<file path="src/rtl/sae_pkg.sv">
package sae_pkg;
  localparam int BYTE_W    = 8;
  localparam int VT_SLOTS  = 16;
  localparam int FAN_SLOTS = 8;
  localparam int SUM_W     = VT_SLOTS + FAN_SLOTS;

  // behaviour byte bit positions
  localparam int B_EN_WARN  = 0;
  localparam int B_EN_OVER  = 1;
  localparam int B_EN_UNDER = 2;
  localparam int B_BEEP     = 3;
  localparam int B_SHDN     = 7;
  localparam int B_FAN_LOW  = 0;

  // status byte cause field position (warn, over, under)
  localparam int B_CAUSE_LO = 4;

  typedef logic [BYTE_W-1:0] byte_t;

  typedef struct packed {
    logic alarm;
    logic beep;
    logic shdn;
  } chan_req_t;
endpackage

</file>
<file path="src/rtl/sae_persist.sv">
module sae_persist #(
  parameter int HOLD_TICKS = 4
) (
  input  logic clk,
  input  logic rst,
  input  logic tick,
  input  logic active,
  output logic expired
);
  localparam int CW = $clog2(HOLD_TICKS + 2);
  localparam logic [CW-1:0] LIMIT = CW'(HOLD_TICKS + 1);

  logic [CW-1:0] cnt_q;

  // count tick pulses while active; restart the moment the condition drops
  always_ff @(posedge clk) begin
    if (rst) begin
      cnt_q <= '0;
    end else if (!active) begin
      cnt_q <= '0;
    end else if (tick && (cnt_q != LIMIT)) begin
      cnt_q <= cnt_q + 1'b1;
    end
  end

  assign expired = (cnt_q == LIMIT);
endmodule

</file>
<file path="src/rtl/sae_vt_chan.sv">
module sae_vt_chan
  import sae_pkg::*;
#(
  parameter int HOLD_TICKS = 4
) (
  input  logic      clk,
  input  logic      rst,
  input  logic      tick,
  input  logic      is_temp,
  input  byte_t     reading,
  input  byte_t     behav,
  input  byte_t     lo_thr,
  input  byte_t     hi_thr,
  output chan_req_t req,
  output byte_t     status
);
  logic       over_warn, over_max, under_min;
  logic       volt_active, volt_expired, temp_trip;
  logic [2:0] cause_now;
  byte_t      status_q;
  logic       unused_behav;

  always_comb begin
    over_warn = is_temp  && behav[B_EN_WARN]  && (reading > lo_thr);
    over_max  = !is_temp && behav[B_EN_OVER]  && (reading > hi_thr);
    under_min = !is_temp && behav[B_EN_UNDER] && (reading < lo_thr);
    cause_now = {under_min, over_max, over_warn};
    volt_active = over_max || under_min;
    temp_trip = is_temp && behav[B_SHDN] && (reading > hi_thr);
  end

  sae_persist #(.HOLD_TICKS(HOLD_TICKS)) u_persist (
    .clk    (clk),
    .rst    (rst),
    .tick   (tick),
    .active (volt_active),
    .expired(volt_expired)
  );

  always_comb begin
    req.alarm = |cause_now;
    req.beep  = (|cause_now) && behav[B_BEEP];
    req.shdn  = temp_trip || (!is_temp && behav[B_SHDN] && volt_expired);
  end

  // status: control bits mirrored, cause field accumulates until reset
  always_ff @(posedge clk) begin
    if (rst) begin
      status_q <= '0;
    end else begin
      status_q[B_SHDN]                <= behav[B_SHDN];
      status_q[B_CAUSE_LO +: 3]       <= status_q[B_CAUSE_LO +: 3] | cause_now;
      status_q[B_BEEP:B_EN_WARN]      <= behav[B_BEEP:B_EN_WARN];
    end
  end

  assign status = status_q;
  assign unused_behav = ^behav[B_CAUSE_LO +: 3];
endmodule

</file>
<file path="src/rtl/sae_fan_chan.sv">
module sae_fan_chan
  import sae_pkg::*;
#(
  parameter int HOLD_TICKS = 4
) (
  input  logic      clk,
  input  logic      rst,
  input  logic      tick,
  input  byte_t     reading,
  input  byte_t     behav,
  input  byte_t     min_thr,
  output chan_req_t req
);
  logic too_slow, slow_expired;
  logic unused_behav;

  assign too_slow = behav[B_FAN_LOW] && (reading < min_thr);

  sae_persist #(.HOLD_TICKS(HOLD_TICKS)) u_persist (
    .clk    (clk),
    .rst    (rst),
    .tick   (tick),
    .active (too_slow),
    .expired(slow_expired)
  );

  always_comb begin
    req.alarm = too_slow;
    req.beep  = too_slow && behav[B_BEEP];
    req.shdn  = behav[B_SHDN] && slow_expired;
  end

  assign unused_behav = ^{behav[6:4], behav[2:1]};
endmodule

</file>
<file path="src/rtl/sae_alarm_eval.sv">
module sae_alarm_eval
  import sae_pkg::*;
#(
  parameter int NUM_VT     = 16,
  parameter int NUM_FAN    = 6,
  parameter int HOLD_TICKS = 4
) (
  input  logic                    clk,
  input  logic                    rst,
  input  logic                    tick,
  input  logic [NUM_VT-1:0]       vt_is_temp,
  input  logic [NUM_VT*8-1:0]     vt_reading,
  input  logic [NUM_VT*8-1:0]     vt_behav,
  input  logic [NUM_VT*8-1:0]     vt_lo_thr,
  input  logic [NUM_VT*8-1:0]     vt_hi_thr,
  input  logic [NUM_FAN*8-1:0]    fan_reading,
  input  logic [NUM_FAN*8-1:0]    fan_behav,
  input  logic [NUM_FAN*8-1:0]    fan_min_thr,
  output logic [NUM_VT*8-1:0]     vt_status,
  output logic [SUM_W-1:0]        alarm_summary,
  output logic                    beep_req,
  output logic                    shutdown_req
);
  chan_req_t vt_req  [NUM_VT];
  chan_req_t fan_req [NUM_FAN];

  logic [SUM_W-1:0] sum_next;
  logic             beep_next, shdn_next;
  logic [SUM_W-1:0] sum_q;
  logic             beep_q, shdn_q;

  for (genvar i = 0; i < NUM_VT; i++) begin : g_vt
    sae_vt_chan #(.HOLD_TICKS(HOLD_TICKS)) u_chan (
      .clk    (clk),
      .rst    (rst),
      .tick   (tick),
      .is_temp(vt_is_temp[i]),
      .reading(vt_reading[i*BYTE_W +: BYTE_W]),
      .behav  (vt_behav[i*BYTE_W +: BYTE_W]),
      .lo_thr (vt_lo_thr[i*BYTE_W +: BYTE_W]),
      .hi_thr (vt_hi_thr[i*BYTE_W +: BYTE_W]),
      .req    (vt_req[i]),
      .status (vt_status[i*BYTE_W +: BYTE_W])
    );
  end

  for (genvar j = 0; j < NUM_FAN; j++) begin : g_fan
    sae_fan_chan #(.HOLD_TICKS(HOLD_TICKS)) u_chan (
      .clk    (clk),
      .rst    (rst),
      .tick   (tick),
      .reading(fan_reading[j*BYTE_W +: BYTE_W]),
      .behav  (fan_behav[j*BYTE_W +: BYTE_W]),
      .min_thr(fan_min_thr[j*BYTE_W +: BYTE_W]),
      .req    (fan_req[j])
    );
  end

  // gather per-channel requests into the packed summary and the two requests
  always_comb begin
    sum_next  = '0;
    beep_next = 1'b0;
    shdn_next = 1'b0;
    for (int i = 0; i < NUM_VT; i++) begin
      sum_next[i] = vt_req[i].alarm;
      beep_next   = beep_next | vt_req[i].beep;
      shdn_next   = shdn_next | vt_req[i].shdn;
    end
    for (int j = 0; j < NUM_FAN; j++) begin
      sum_next[VT_SLOTS + j] = fan_req[j].alarm;
      beep_next = beep_next | fan_req[j].beep;
      shdn_next = shdn_next | fan_req[j].shdn;
    end
  end

  always_ff @(posedge clk) begin
    if (rst) begin
      sum_q  <= '0;
      beep_q <= 1'b0;
      shdn_q <= 1'b0;
    end else begin
      sum_q  <= sum_next;
      beep_q <= beep_next;
      shdn_q <= shdn_q | shdn_next;
    end
  end

  assign alarm_summary = sum_q;
  assign beep_req      = beep_q;
  assign shutdown_req  = shdn_q;
endmodule

</file>
<file path="config.mk">
export PLATFORM = sky130hd
export DESIGN_NAME = sae_alarm_eval
export DESIGN_NICKNAME = d
export VERILOG_FILES = /design/src/rtl/sae_pkg.sv /design/src/rtl/sae_persist.sv /design/src/rtl/sae_vt_chan.sv /design/src/rtl/sae_fan_chan.sv /design/src/rtl/sae_alarm_eval.sv
export SDC_FILE = /design/constraint.sdc
export NUM_CORES = 1
export LEC_CHECK = 0
export ABC_AREA = 1
export BUFFER_PORTS_ARGS = -buffer_cell sky130_fd_sc_hd__buf_2
export CORE_AREA = 2 2 327 329
export DETAILED_ROUTE_END_ITERATION = 7
export DIE_AREA = 0 0 329 331
export SYNTH_ARGS = -nofsm -noshare
export SYNTH_HDL_FRONTEND = slang
export SYNTH_HIERARCHICAL = 1
export SYNTH_SLANG_ARGS = --single-unit
</file>
<file path="constraint.sdc">
create_clock -name clk -period 2.1 [get_ports clk]
set_input_delay 0.21 -clock clk [delete_from_list [all_inputs] [get_ports clk]]
set_output_delay 0.21 -clock clk [all_outputs]
set_load 0.005 [all_outputs]
</file>
# After elaboration in Yosys (flattened, before gate mapping)

Index checks and enable logic that the tools add are counted.

Flip-flop bits (word level): 220

$add $sub $neg: 22
$lt $le $gt $ge: 54
Equal/unequal tests: 44
Bitwise operators: 81
Reduce and logical (&&, ||, !) cells: 302

Operators by type and width:

| operator                                                      | count |
|---|---|
| 8-bit > comparator                                            | 32 |
| 1-bit logical AND                                             | 216 |
| 8-bit < comparator                                            | 22 |
| 3-bit by 1-bit adder with 3-bit output, second input constant | 22 |
| 3-bit equality test, second input constant                    | 22 |
| 3-bit != test, second input constant                          | 22 |
| 3-bit bitwise OR                                              | 16 |
| 3-bit OR reduction                                            | 16 |
| 2-bit OR reduction                                            | 22 |
| 1-bit bitwise OR                                              | 43 |
| 1-bit logical OR                                              | 32 |
| 1-bit NOT                                                     | 22 |
| 1-bit logical NOT                                             | 16 |

# Logic depth before layout (Yosys ltp)

Gate-level depths: netlist of run 1.

Word-level depth: 26
Depth in mapped cells: 19
Depth with buffers taken out: 19

# Cells and area by module

Netlist of run 1, hierarchy kept.

By module, submodules not included:

| module         | instances | cells each | area each (um^2) | seq. area each (um^2) |
|---|---|---|---|---|
| sae_vt_chan    | 16        | 108        | 744.5            | 160.2 |
| sae_persist    | 22        | 26         | 190.2            | 60.1 |
| sae_fan_chan   | 6         | 40         | 229.0            | 0.0 |
| sae_alarm_eval | 1         | 120        | 858.3            | 480.5 |

# Worst setup path after synthesis of run 1

Ideal clock, no wire load.

Kind: input to register
From: in vt_hi_thr[15]
To: reg beep_q (netlist: beep_req)
Setup time: 0.109 ns
Arrival time: 1.529 ns
Data required time: 1.991 ns
Path slack: 0.462 ns
Cell stages on the path: 14
Buffers on the path: 0
Cells stage by stage: inv_1 -> ha_1 -> a21o_1 -> nor2_2 -> nand2_2 -> nand3_2 -> nand3_2 -> nand2_1 -> inv_1 -> or2_0 -> nor2_1 -> nand3_1 -> nand2_1 -> inv_1

RTL lines:

| element              | RTL line             | RTL |
|---|---|---|
| from (decl)          | sae_alarm_eval.sv:15 | `input logic [NUM_VT*8-1:0] vt_hi_thr,` |
| to (signal assigned) | sae_alarm_eval.sv:83 | `beep_q <= beep_next;` |
| to (decl)            | sae_alarm_eval.sv:30 | `logic beep_q, shdn_q;` |

==> impl_summary.log, run 1 <==
INFO  metric grt_util_all_layers = 0.125
INFO  metric outcome = finished, final reports clean
INFO  metric worstRegToRegCells = 12
INFO  metric grt_setup_unrepaired = no
INFO  metric worst-r2r-setup-slack = 0.31 ns
INFO  metric min_delay_path_depth = 5
INFO  metric floorplan.die.height = 331 um
INFO  metric die-width = 329 um
INFO  metric dp.final_hpwl = 61200 um
INFO  metric grt_antenna_before_repair = 10
INFO  metric min_period_over_period = 0.853
INFO  metric synth_async_reset_ratio = 0
INFO  metric die_area = 109000 um2
INFO  metric worst_setup_hold_path_clk_slew = 0.06 ns
INFO  metric final_ant_viol_nets = 0
INFO  metric seq_area_frac_synth = 0.238
INFO  metric count_of_state_elements_after_synthesis = 218
INFO  metric clk_root_buffer_cell = clkbuf_16
INFO  metric fin_nets = 4613
INFO  metric critPathMostFrequentCell = inv_1
INFO  metric layout.filler_cells = 11680
INFO  metric placement.setup.worst_slack = -0.469 ns
INFO  metric whs_endpoint = g_vt[12].u_chan/status[4]$_SDFF_PP0_
INFO  metric area_growth = 44.7%
INFO  metric grt_max_degree = 59
INFO  metric critPathRequiredTime = 2.57 ns
INFO  metric cellPowerDensity = 542 nW/um2
INFO  metric slew_at_the_pin_closest_to_its_max_slew_limit = 0.501 ns
INFO  metric cts.path.max_buffers = 3
INFO  metric cts_htree_levels = 2
INFO  metric worst_skew_pair.late_latency = 0.57 ns
INFO  metric netlist_instances = 2660
INFO  metric crit_type = reg -> reg
INFO  metric routed_wirelength_normalized_by_instance_count = 14.0 um
INFO  metric yosysWarnings = 6
INFO  metric timing.hold.worst.class = in -> reg
INFO  metric crit_path_end_kind = flop
INFO  metric synth_cell_type_count = 24
INFO  metric syn-cell-area = 18300 um2
INFO  metric arrival = 2.26 ns
INFO  metric critPathSlowestCell = dfxtp_1
INFO  metric syn_area_per_cell = 6.89 um2
INFO  metric globalRouteOverflowTotal = 0
INFO  metric drive_above_1_share = 0.320
INFO  metric max_stage_delay = 0.35 ns
INFO  metric multi_input_combinational_cell_area = 11200 um2
INFO  metric cap_violations = 0
INFO  metric core = 105000 um2
INFO  metric fin_tns_setup = 0 ns
INFO  metric number_of_vias_after_detailed_routing = 18832
INFO  metric most-common-layout-cells = 746 x buf_2, 656 x inv_1, 525 x nand2_1, 342 x ha_1, 287 x nor2_1
INFO  metric tritoncts.num_buffers = 34
INFO  metric port-buffer-count = 748
INFO  metric first_global_vias = 18582
INFO  metric ys_dominant_reg_cell = dfxtp_1
INFO  metric slew_violations = 0
INFO  metric sequential_cell_area = 4360 um2
INFO  metric cp_max_fo = 5
INFO  metric synth_enable_flop_cells = 0
INFO  metric finalHoldViolations = 0
INFO  metric fin_ws = 0.309 ns
INFO  metric min_period = 1.79 ns
INFO  metric worst_slew_margin = 0.666
INFO  metric drtIter0Drc = 480
INFO  metric grt_first_pass_wirelength = 102000 um
INFO  metric report.final.setup_viol = 0
INFO  metric hold_path.startpoint = vt_is_temp[12]
INFO  metric worst_r2r_dst = shutdown_req$_SDFF_PP0_
INFO  metric post_cts.repair.setup_buffers = 0
INFO  metric drc = 0
INFO  metric startpoint_class_of_the_critical_path = flop
INFO  metric drt-vias-per-instance = 3.76
INFO  metric routed_wirelength = 70300 um
INFO  metric floorplan.rows = 119
INFO  metric floorplan.initialDensity = 0.175
INFO  metric rr_startpoint = g_vt[15].u_chan/u_persist/cnt_q[1]$_SDFFE_PP0P_
INFO  metric layout.cells.most_common = buf_2
INFO  metric worst_ir_drop_vdd = 0.418 mV
INFO  metric design.portCount = 829
INFO  metric clock_sink_count = 218
INFO  metric timing.fmax = 558 MHz
INFO  metric finalClockSkew = 0.0248 ns
INFO  metric number_of_search_and_repair_iterations_in_the_first_detailed_routing_pass = 4
INFO  metric timing.critical_path.cells = inv_1, ha_1, nand2_2, inv_1, o21ai_0, a21oi_1, nor2_2, nand2_1, nor2_2, nand3_1, nand2_1, inv_1
INFO  metric cts_tree = built
INFO  metric finalWeightedCongestion = 0.898
INFO  metric p_leak = 15.5 nW
## worst max path at each step
stage                                                          startpoint                 endpoint  slack [ns]  cells past startpoint
after floorplan                                             vt_hi_thr[15]      beep_req$_SDFF_PP0_        0.46                     14
after global placement                                    vt_reading[127]  shutdown_req$_SDFF_PP0_       -0.46                     13
after detailed placement                                  vt_reading[127]  shutdown_req$_SDFF_PP0_       -0.47                     13
after CTS                 g_vt[15].u_chan/u_persist/cnt_q[1]$_SDFFE_PP0P_  shutdown_req$_SDFF_PP0_        0.05                     12
after global routing      g_vt[15].u_chan/u_persist/cnt_q[1]$_SDFFE_PP0P_  shutdown_req$_SDFF_PP0_       0.005                     12
final                     g_vt[15].u_chan/u_persist/cnt_q[1]$_SDFFE_PP0P_  shutdown_req$_SDFF_PP0_        0.31                     12
## per-stage QoR
stage                     hold WS, ns  total power [W]  std cells  instance area, um2  utilization
after floorplan                 0.281          0.00651       2661               18300            -
after detailed placement        0.431          0.00833       4861               24400        0.233
after CTS                     0.00434           0.0148       5010               26500        0.252
final                          0.0617           0.0144       5015               26500        0.253
after global placement          0.427          0.00828       4861               24400        0.233
after global routing           0.0427           0.0154       5012               26500        0.253
## worst max-delay path: cells and delay by family, from the launching register on
family / cells / cell delay (ns)
adders and majority gates: 1 / 0.20
and+or+nand+nor: 6 / 0.73
AOI/OAI and AO/OA: 2 / 0.26
buffers and inverters: 3 / 0.14
DFF: 1 / 0.35
## registers in the layout, indices dropped and copies added, names as in the netlist
name / flops
shutdown_req: 1
alarm_summary: 22
g_vt.u_chan/status: 128
g_vt.u_chan/u_persist/cnt_q: 48
beep_req: 1
g_fan.u_chan/u_persist/cnt_q: 18
## power breakdown
part           switching (W)  internal, W  total [W]
sequential          0.000104      0.00435    0.00446
combinational        0.00213      0.00173    0.00386
clock                0.00230      0.00375    0.00605
## cell usage after synthesis, types with 22 or more instances
cell type,count,area [um2]
a21oi_1,216,1080
clkinv_1,22,82.6
dfxtp_1,218,4360
ha_1,342,4280
inv_1,656,2460
nand2_1,525,1970
nand2_2,76,475
nand3_1,46,230
nand3_2,48,480
nor2_1,292,1100
nor2_2,67,419
nor2_8,22,440
## kinds of logic after synthesis
logic type | share of synthesized area
AO/OA/AOI/OAI | 0.0765
buffers and inverters | 0.149
adder cells (fa/ha/maj) | 0.233
flip-flops | 0.238
AND/OR/NAND/NOR | 0.302
other | 0.000205
## repair_timing
item / CTS / global route
endpoints found under the hold margin: 93 / 0
hold buffers: 90 / 0
gates resized for setup: 0 / 6
endpoints found under the setup margin: 0 / 1
## layer usage
layer  vias to the layer above  global-route usage  wire length, um
li1                       9934                   -                -
met2                       544               0.224            34200
met1                      8248               0.139            28600
met5                         -                   0               24
met4                         4              0.0472             2430
met3                       102              0.0349             5100
## final cells by class
class	count	share of cell area
tap	1391	0.0656
inverter	694	0.0982
timing repair buffer	925	0.204
clock buffer	45	0.0367
multi-input combinational	1723	0.424
clock inverter	14	0.00684
sequential	218	0.165
antenna	5	0.000472
Note: power is estimated with default switching activity, not from simulation.
==> run 2, diff against run 1 <==
--- a/config.mk
+++ b/config.mk
@@ -7,9 +7,9 @@
 export LEC_CHECK = 0
 export ABC_AREA = 1
 export BUFFER_PORTS_ARGS = -buffer_cell sky130_fd_sc_hd__buf_2
-export CORE_AREA = 2 2 327 329
+export CORE_AREA = 2 2 323 325
 export DETAILED_ROUTE_END_ITERATION = 7
-export DIE_AREA = 0 0 329 331
+export DIE_AREA = 0 0 325 327
 export SYNTH_ARGS = -nofsm -noshare
 export SYNTH_HDL_FRONTEND = slang
 export SYNTH_HIERARCHICAL = 1
==> impl_summary.log, run 2 (same netlist as run 1, synthesis figures left out) <==
INFO  metric min_period_over_period = 0.902 (+0.0489)
INFO  metric finalClockSkew = 0.0315 ns (+0.00661 ns)
INFO  metric tritoncts.num_buffers = 34 (unchanged)
INFO  metric drt-vias-per-instance = 3.75 (-0.26%)
INFO  metric worst-r2r-setup-slack = 0.21 ns (-0.10 ns)
INFO  metric worst_setup_hold_path_clk_slew = 0.06 ns (about the same)
INFO  metric die_area = 106000 um2 (-2.4%)
INFO  metric die-width = 325 um (-1.2%)
INFO  metric critPathRequiredTime = 2.56 ns (about the same)
INFO  metric crit_type = reg -> reg
INFO  metric largest_register_ffs = 128 (unchanged)
INFO  metric hold_slack = 0.0675 ns (+0.00583 ns)
INFO  metric post-route-cell-area = 26600 um2 (+0.19%)
INFO  metric arrival = 2.35 ns (+0.09 ns)
INFO  metric timing.fmax = 528 MHz (-5.4%)
INFO  metric cts_tree = built
INFO  metric post_cts.repair.setup_buffers = 0 (unchanged)
INFO  metric design.portCount = 829 (unchanged)
INFO  metric cellPowerDensity = 542 nW/um2 (about the same)
INFO  metric worst_ir_drop_vdd = 0.435 mV (+4.1%)
INFO  metric finalWeightedCongestion = 0.899 (+0.14%)
INFO  metric dp.final_hpwl = 60800 um (-0.71%)
INFO  metric timing.critical_path.cells = inv_1, ha_1, nand2_2, inv_1, o21ai_1, a21oi_1, nor2_2, nand2_1, nor2_4, nand3_1, nand2_1, inv_1
INFO  metric worst_slew_margin = 0.624 (-0.0418)
INFO  metric rr_startpoint = g_vt[4].u_chan/u_persist/cnt_q[1]$_SDFFE_PP0P_
INFO  metric slew_violations = 0 (unchanged)
INFO  metric whs_endpoint = g_vt[14].u_chan/status[4]$_SDFF_PP0_
INFO  metric placement.setup.worst_slack = -0.399 ns (+0.0709 ns)
INFO  metric floorplan.rows = 118 (-0.84%)
INFO  metric most-common-layout-cells = 746 x buf_2, 656 x inv_1, 525 x nand2_1, 342 x ha_1, 289 x nor2_1
INFO  metric finalHoldViolations = 0 (unchanged)
INFO  metric port-buffer-count = 748 (unchanged)
INFO  metric report.final.setup_viol = 0 (unchanged)
INFO  metric grt_antenna_before_repair = 11 (+1)
INFO  metric drtIter0Drc = 464 (-3.3%)
INFO  metric grt_util_all_layers = 0.130 (+0.00573)
INFO  metric floorplan.die.height = 327 um (-1.2%)
INFO  metric timing.critical_path.max_delay_family = simple AND/OR/NAND/NOR gates
INFO  metric number_of_vias_after_detailed_routing = 18783 (-0.26%)
INFO  metric clock_sink_count = 218 (unchanged)
INFO  metric hold_path.startpoint = vt_is_temp[14]
INFO  metric number_of_search_and_repair_iterations_in_the_first_detailed_routing_pass = 4 (unchanged)
INFO  metric outcome = finished, final reports clean
INFO  metric grt_max_degree = 66 (+12%)
INFO  metric critPathMostFrequentCell = inv_1
INFO  metric grt_setup_unrepaired = no
INFO  metric routed_wirelength = 70000 um (-0.45%)
INFO  metric cts.path.max_buffers = 3 (unchanged)
INFO  metric max_stage_delay = 0.36 ns (about the same)
INFO  metric fin_ws = 0.206 ns (-0.103 ns)
INFO  metric layout.cells.most_common = buf_2
INFO  metric crit_path_end_kind = flop
INFO  metric floorplan.initialDensity = 0.178 (+0.00350)
INFO  metric critPathSlowestCell = dfxtp_1
INFO  metric startpoint_class_of_the_critical_path = flop
INFO  metric min_delay_path_depth = 5 (unchanged)
INFO  metric routed_wirelength_normalized_by_instance_count = 14.0 um (-0.45%)
INFO  metric clk_root_buffer_cell = clkbuf_16
INFO  metric core = 103000 um2 (-2.0%)
INFO  metric drc = 0 (unchanged)
INFO  metric cts_htree_levels = 2 (unchanged)
INFO  metric slew_at_the_pin_closest_to_its_max_slew_limit = 0.564 ns (+0.0627 ns)
INFO  metric final_ant_viol_nets = 0 (unchanged)
INFO  metric globalRouteOverflowTotal = 0 (unchanged)
INFO  metric p_leak = 15.5 nW (+0.17%)
INFO  metric min_period = 1.89 ns (+0.103 ns)
INFO  metric cp_max_fo = 5 (unchanged)
INFO  metric worst_skew_pair.late_latency = 0.57 ns (about the same)
INFO  metric worst_r2r_dst = shutdown_req$_SDFF_PP0_
INFO  metric area_growth = 45.0%
INFO  metric timing.hold.worst.class = in -> reg
INFO  metric area_post_placement = 24500 um2 (+0.29%)
INFO  metric worstRegToRegCells = 12 (unchanged)
INFO  metric cap_violations = 0 (unchanged)
INFO  metric count_of_buffering_cells_on_the_critical_path_with_inverters_included = 3 (unchanged)
INFO  metric drive_above_1_share = 0.321 (+0.00133)
INFO  metric finalCoreUtilization = 0.258 (+0.00555)
INFO  metric grt_first_pass_wirelength = 106000 um (+3.3%)
INFO  metric first_global_vias = 19281 (+3.8%)
INFO  metric fin_tns_setup = 0 ns (unchanged)
INFO  metric fin_nets = 4624 (+0.24%)
run 2: cell count changes in the layout (fill, tap and decap cells not counted), sizes merged:
cell         change
inv              -1
clkbuf           +2
clkinv           -3
diode            -2
clkinvlp         +4
dlygate4sd3      -2
buf             +13
run 2: worst max path at each step:
stage / from / endpoint / slack (ns) / cells after the start
after floorplan: vt_hi_thr[15] / beep_req$_SDFF_PP0_ / 0.46 / 14
after global placement: vt_reading[123] / shutdown_req$_SDFF_PP0_ / -0.40 / 15
after detailed placement: vt_reading[7] / shutdown_req$_SDFF_PP0_ / -0.40 / 13
after CTS: g_vt[1].u_chan/u_persist/cnt_q[1]$_SDFFE_PP0P_ / shutdown_req$_SDFF_PP0_ / 0.01 / 13
after global routing: g_vt[15].u_chan/u_persist/cnt_q[0]$_SDFFE_PP0P_ / shutdown_req$_SDFF_PP0_ / 0.003 / 11
final: g_vt[4].u_chan/u_persist/cnt_q[1]$_SDFFE_PP0P_ / shutdown_req$_SDFF_PP0_ / 0.21 / 12
run 2: area by class of cell:
| cell class | count | area, um2 |
|---|---|---|
| Inverter | 694 | 2610 |
| Antenna cell | 3 | 7.51 |
| Multi-Input combinational cell | 1723 | 11200 |
| Fill cell | 11429 | 76300 |
| Sequential cell | 218 | 4360 |
| Clock buffer | 47 | 971 |
| Tap cell | 1380 | 1730 |
| Timing Repair Buffer | 936 | 5460 |
| Clock inverter | 14 | 191 |
run 2: routing by layer:
metal	GRT usage	vias up	wire, um
met5	0	-	24
met4	0.0641	4	3350
met3	0.0423	117	5250
met2	0.225	551	32800
met1	0.144	8171	28600
li1	-	9940	-
run 2: worst reg2reg max path, stage by stage (launching register included):
cell,delay [ns]
dfxtp_1,0.36
inv_1,0.05
ha_1,0.20
nand2_2,0.12
inv_1,0.05
o21ai_1,0.22
a21oi_1,0.12
nor2_2,0.21
nand2_1,0.12
nor2_4,0.14
nand3_1,0.10
nand2_1,0.07
inv_1,0.04
run 2: stage by stage:
stage,instances,total power (W)
6_report,5015,0.0144
5_1_grt,5014,0.0154
4_1_cts,5012,0.0148
3_5_place_dp,4863,0.00836
3_3_place_gp,4863,0.00831
2_1_floorplan,2661,0.00651
run 2: report_power, final:
group,switching [W],internal [W]
clock network,0.00232,0.00374
logic,0.00215,0.00175
registers,0.0000930,0.00435
run 2: timing repair:
item,in CTS,in global routing
gates cloned,0,0
setup endpoints to repair,1,1
hold endpoints to repair,93,0
hold buffers,88,0
resized for setup,3,2
==> run 3, diff against run 2 <==
--- a/config.mk
+++ b/config.mk
@@ -10,6 +10,7 @@
 export CORE_AREA = 2 2 323 325
 export DETAILED_ROUTE_END_ITERATION = 7
 export DIE_AREA = 0 0 325 327
+export PLACE_DENSITY = 0.44
 export SYNTH_ARGS = -nofsm -noshare
 export SYNTH_HDL_FRONTEND = slang
 export SYNTH_HIERARCHICAL = 1
==> impl_summary.log, run 3 (same netlist as run 1, synthesis figures left out) <==
INFO  metric clock_power_share = 0.409 (-0.012)
INFO  metric drive_above_1_share = 0.317 (-0.00411)
INFO  metric finalHoldViolations = 0 (unchanged)
INFO  metric arrival = 2.37 ns (+0.02 ns)
INFO  metric timing.hold.worst.class = in -> reg
INFO  metric min_period = 1.85 ns (-0.0429 ns)
INFO  metric crit_path_end_kind = flop
INFO  metric cts_tree = built
INFO  metric rr_startpoint = g_vt[14].u_chan/u_persist/cnt_q[1]$_SDFFE_PP0P_
INFO  metric dp.final_hpwl = 62100 um (+2.2%)
INFO  metric drtIter0Drc = 546 (+18%)
INFO  metric final_ant_viol_nets = 0 (unchanged)
INFO  metric drt-vias-per-instance = 3.68 (-1.8%)
INFO  metric worst_ir_drop_vdd = 0.629 mV (+45%)
INFO  metric clk_root_buffer_cell = clkbuf_16
INFO  metric grt_antenna_before_repair = 15 (+4)
INFO  metric seq_power_share = 0.316 (+0.007)
INFO  metric worst_skew_pair.late_latency = 0.62 ns (+0.05 ns)
INFO  metric slew_at_the_pin_closest_to_its_max_slew_limit = 0.644 ns (+0.0801 ns)
INFO  metric grt_util_all_layers = 0.131 (+0.000622)
INFO  metric p_int = 0.00956 W (-2.7%)
INFO  metric power.share.combinational = 0.274 (+0.004)
INFO  metric cp_max_fo = 3 (-2)
INFO  metric largest_register_ffs = 128 (unchanged)
INFO  metric outcome = finished, final reports clean
INFO  metric crit_type = in -> reg
INFO  metric power.net_switching = 0.00449 W (-1.5%)
INFO  metric grt_setup_unrepaired = no
INFO  metric floorplan.rows = 118 (unchanged)
INFO  metric first_global_vias = 18895 (-2.0%)
INFO  metric routed_wirelength = 71100 um (+1.5%)
INFO  metric floorplan.initialDensity = 0.178 (unchanged)
INFO  metric layout.filler_cells = 11633 (+1.8%)
INFO  metric floorplan.die.height = 327 um (unchanged)
INFO  metric report.final.setup_viol = 0 (unchanged)
INFO  metric die-width = 325 um (unchanged)
INFO  metric number_of_vias_after_detailed_routing = 18401 (-2.0%)
INFO  metric fin_nets = 4609 (-0.32%)
INFO  metric worst_slew_margin = 0.570 (-0.0534)
INFO  metric layout.cells.most_common = buf_2
INFO  metric die_area = 106000 um2 (unchanged)
INFO  metric cellPowerDensity = 531 nW/um2 (-2.0%)
INFO  metric switching_share = 0.320 (+0.00276)
INFO  metric cts.path.max_buffers = 3 (unchanged)
INFO  metric fin_tns_setup = 0 ns (unchanged)
INFO  metric hold_slack = 0.0767 ns (+0.00920 ns)
INFO  metric hold_path.startpoint = vt_is_temp[10]
INFO  metric tritoncts.num_buffers = 31 (-8.8%)
INFO  metric finalWeightedCongestion = 0.854 (-5.0%)
INFO  metric number_of_search_and_repair_iterations_in_the_first_detailed_routing_pass = 5 (+1)
INFO  metric globalRouteOverflowTotal = 0 (unchanged)
INFO  metric min_period_over_period = 0.881 (-0.0204)
INFO  metric cts_htree_levels = 1 (-1)
INFO  metric clock_sink_count = 218 (unchanged)
INFO  metric design.portCount = 829 (unchanged)
INFO  metric port-buffer-count = 748 (unchanged)
INFO  metric routed_wirelength_normalized_by_instance_count = 14.2 um (+1.8%)
INFO  metric grt_first_pass_wirelength = 107000 um (+1.3%)
INFO  metric p_leak = 15.5 nW (-0.42%)
INFO  metric grt_max_degree = 111 (+68%)
INFO  metric most-common-layout-cells = 746 x buf_2, 656 x inv_1, 525 x nand2_1, 342 x ha_1, 285 x nor2_1
INFO  metric core = 103000 um2 (unchanged)
INFO  metric worst_setup_hold_path_clk_slew = 0.06 ns (about the same)
INFO  metric slew_violations = 0 (unchanged)
INFO  metric timing.fmax = 540 MHz (+2.3%)
INFO  metric cap_violations = 0 (unchanged)
INFO  metric startpoint_class_of_the_critical_path = primary input
INFO  metric area_growth = 44.5%
INFO  metric finalClockSkew = 0.0177 ns (-0.0138 ns)
INFO  metric drc = 0 (unchanged)
INFO  metric timing.critical_path.from = vt_behav[18]
INFO  metric critPathRequiredTime = 2.62 ns (+0.06 ns)
run 3: cell count changes in the layout (fill, tap and decap cells not counted), moves of 4 or more:
cell           before  now
dlygate4sd3_1      88  101
nor2_1            289  285
clkbuf_16          35   31
buf_4              95   69
clkbuf_1            7    3
nor2_2             69   74
clkinv_2            3    8
run 3: layout make-up:
class / count / area, um2 / area share
antenna: 6 / 15.0 / 0.000567
clock buffer: 39 / 856 / 0.0323
clock inverter: 18 / 241 / 0.00912
inverter: 694 / 2610 / 0.0984
multi-input combinational: 1723 / 11300 / 0.425
sequential: 218 / 4360 / 0.165
tap: 1380 / 1730 / 0.0652
timing repair buffer: 924 / 5420 / 0.205
run 3: power groups by stage:
stage / registers (W) / logic [W] / clock network (W)
after floorplan: 0.00454 / 0.00197 / 0
after global placement: 0.00453 / 0.00377 / 0
final: 0.00444 / 0.00386 / 0.00575
after CTS: 0.00445 / 0.00396 / 0.00610
after detailed placement: 0.00454 / 0.00378 / 0
after global routing: 0.00447 / 0.00443 / 0.00624
run 3: per-stage QoR:
step,util,power [W],area (um2),worst slack [ns],cells
floorplan,-,0.00651,18300,0.462,2661
global placement,0.236,0.00830,24300,-0.631,4838
detailed placement,0.236,0.00831,24300,-0.600,4838
CTS,0.257,0.0145,26400,0.0218,4996
global route,0.257,0.0151,26500,0.00208,4999
finish,0.257,0.0141,26500,0.249,5002
run 3: path summary, 6_finish.rpt:
check,cells past startpoint,to,slack (ns)
hold reg to reg,2,g_vt[5].u_chan/status[6]$_SDFF_PP0_,0.45
setup / recovery,14,beep_req$_SDFF_PP0_,0.25
setup reg to reg,13,shutdown_req$_SDFF_PP0_,0.27
hold / removal,5,g_vt[10].u_chan/status[6]$_SDFF_PP0_,0.08
run 3: routing by layer:
layer	global-route usage	wire length [um]	vias to the layer above	part of all wire
met5	0	81	-	0.0011
met4	0.0269	1160	12	0.016
met3	0.0302	4600	71	0.065
met2	0.233	33900	469	0.48
met1	0.161	31300	7924	0.44
li1	-	-	9925	-
run 3: what timing repair did:
action                     CTS  global route
hold buffers               101             0
cloned                       0             0
buffers inserted             0             0
pin swaps                    0             1
resized for setup            1             9
hold endpoints to repair   105             0
setup endpoints to repair    1             2
run 3: critical path, stage by stage:
cell and delay (ns):
dlygate4sd3_1 0.53, buf_2 0.12, inv_1 0.08, nor2_1 0.05, nand3_2 0.12, nand3_2 0.10, nand2_1 0.22, inv_1 0.09
nor2_1 0.23, nand2_1 0.14, nor2_2 0.26, nand3_1 0.11, nand2_1 0.08, inv_1 0.04
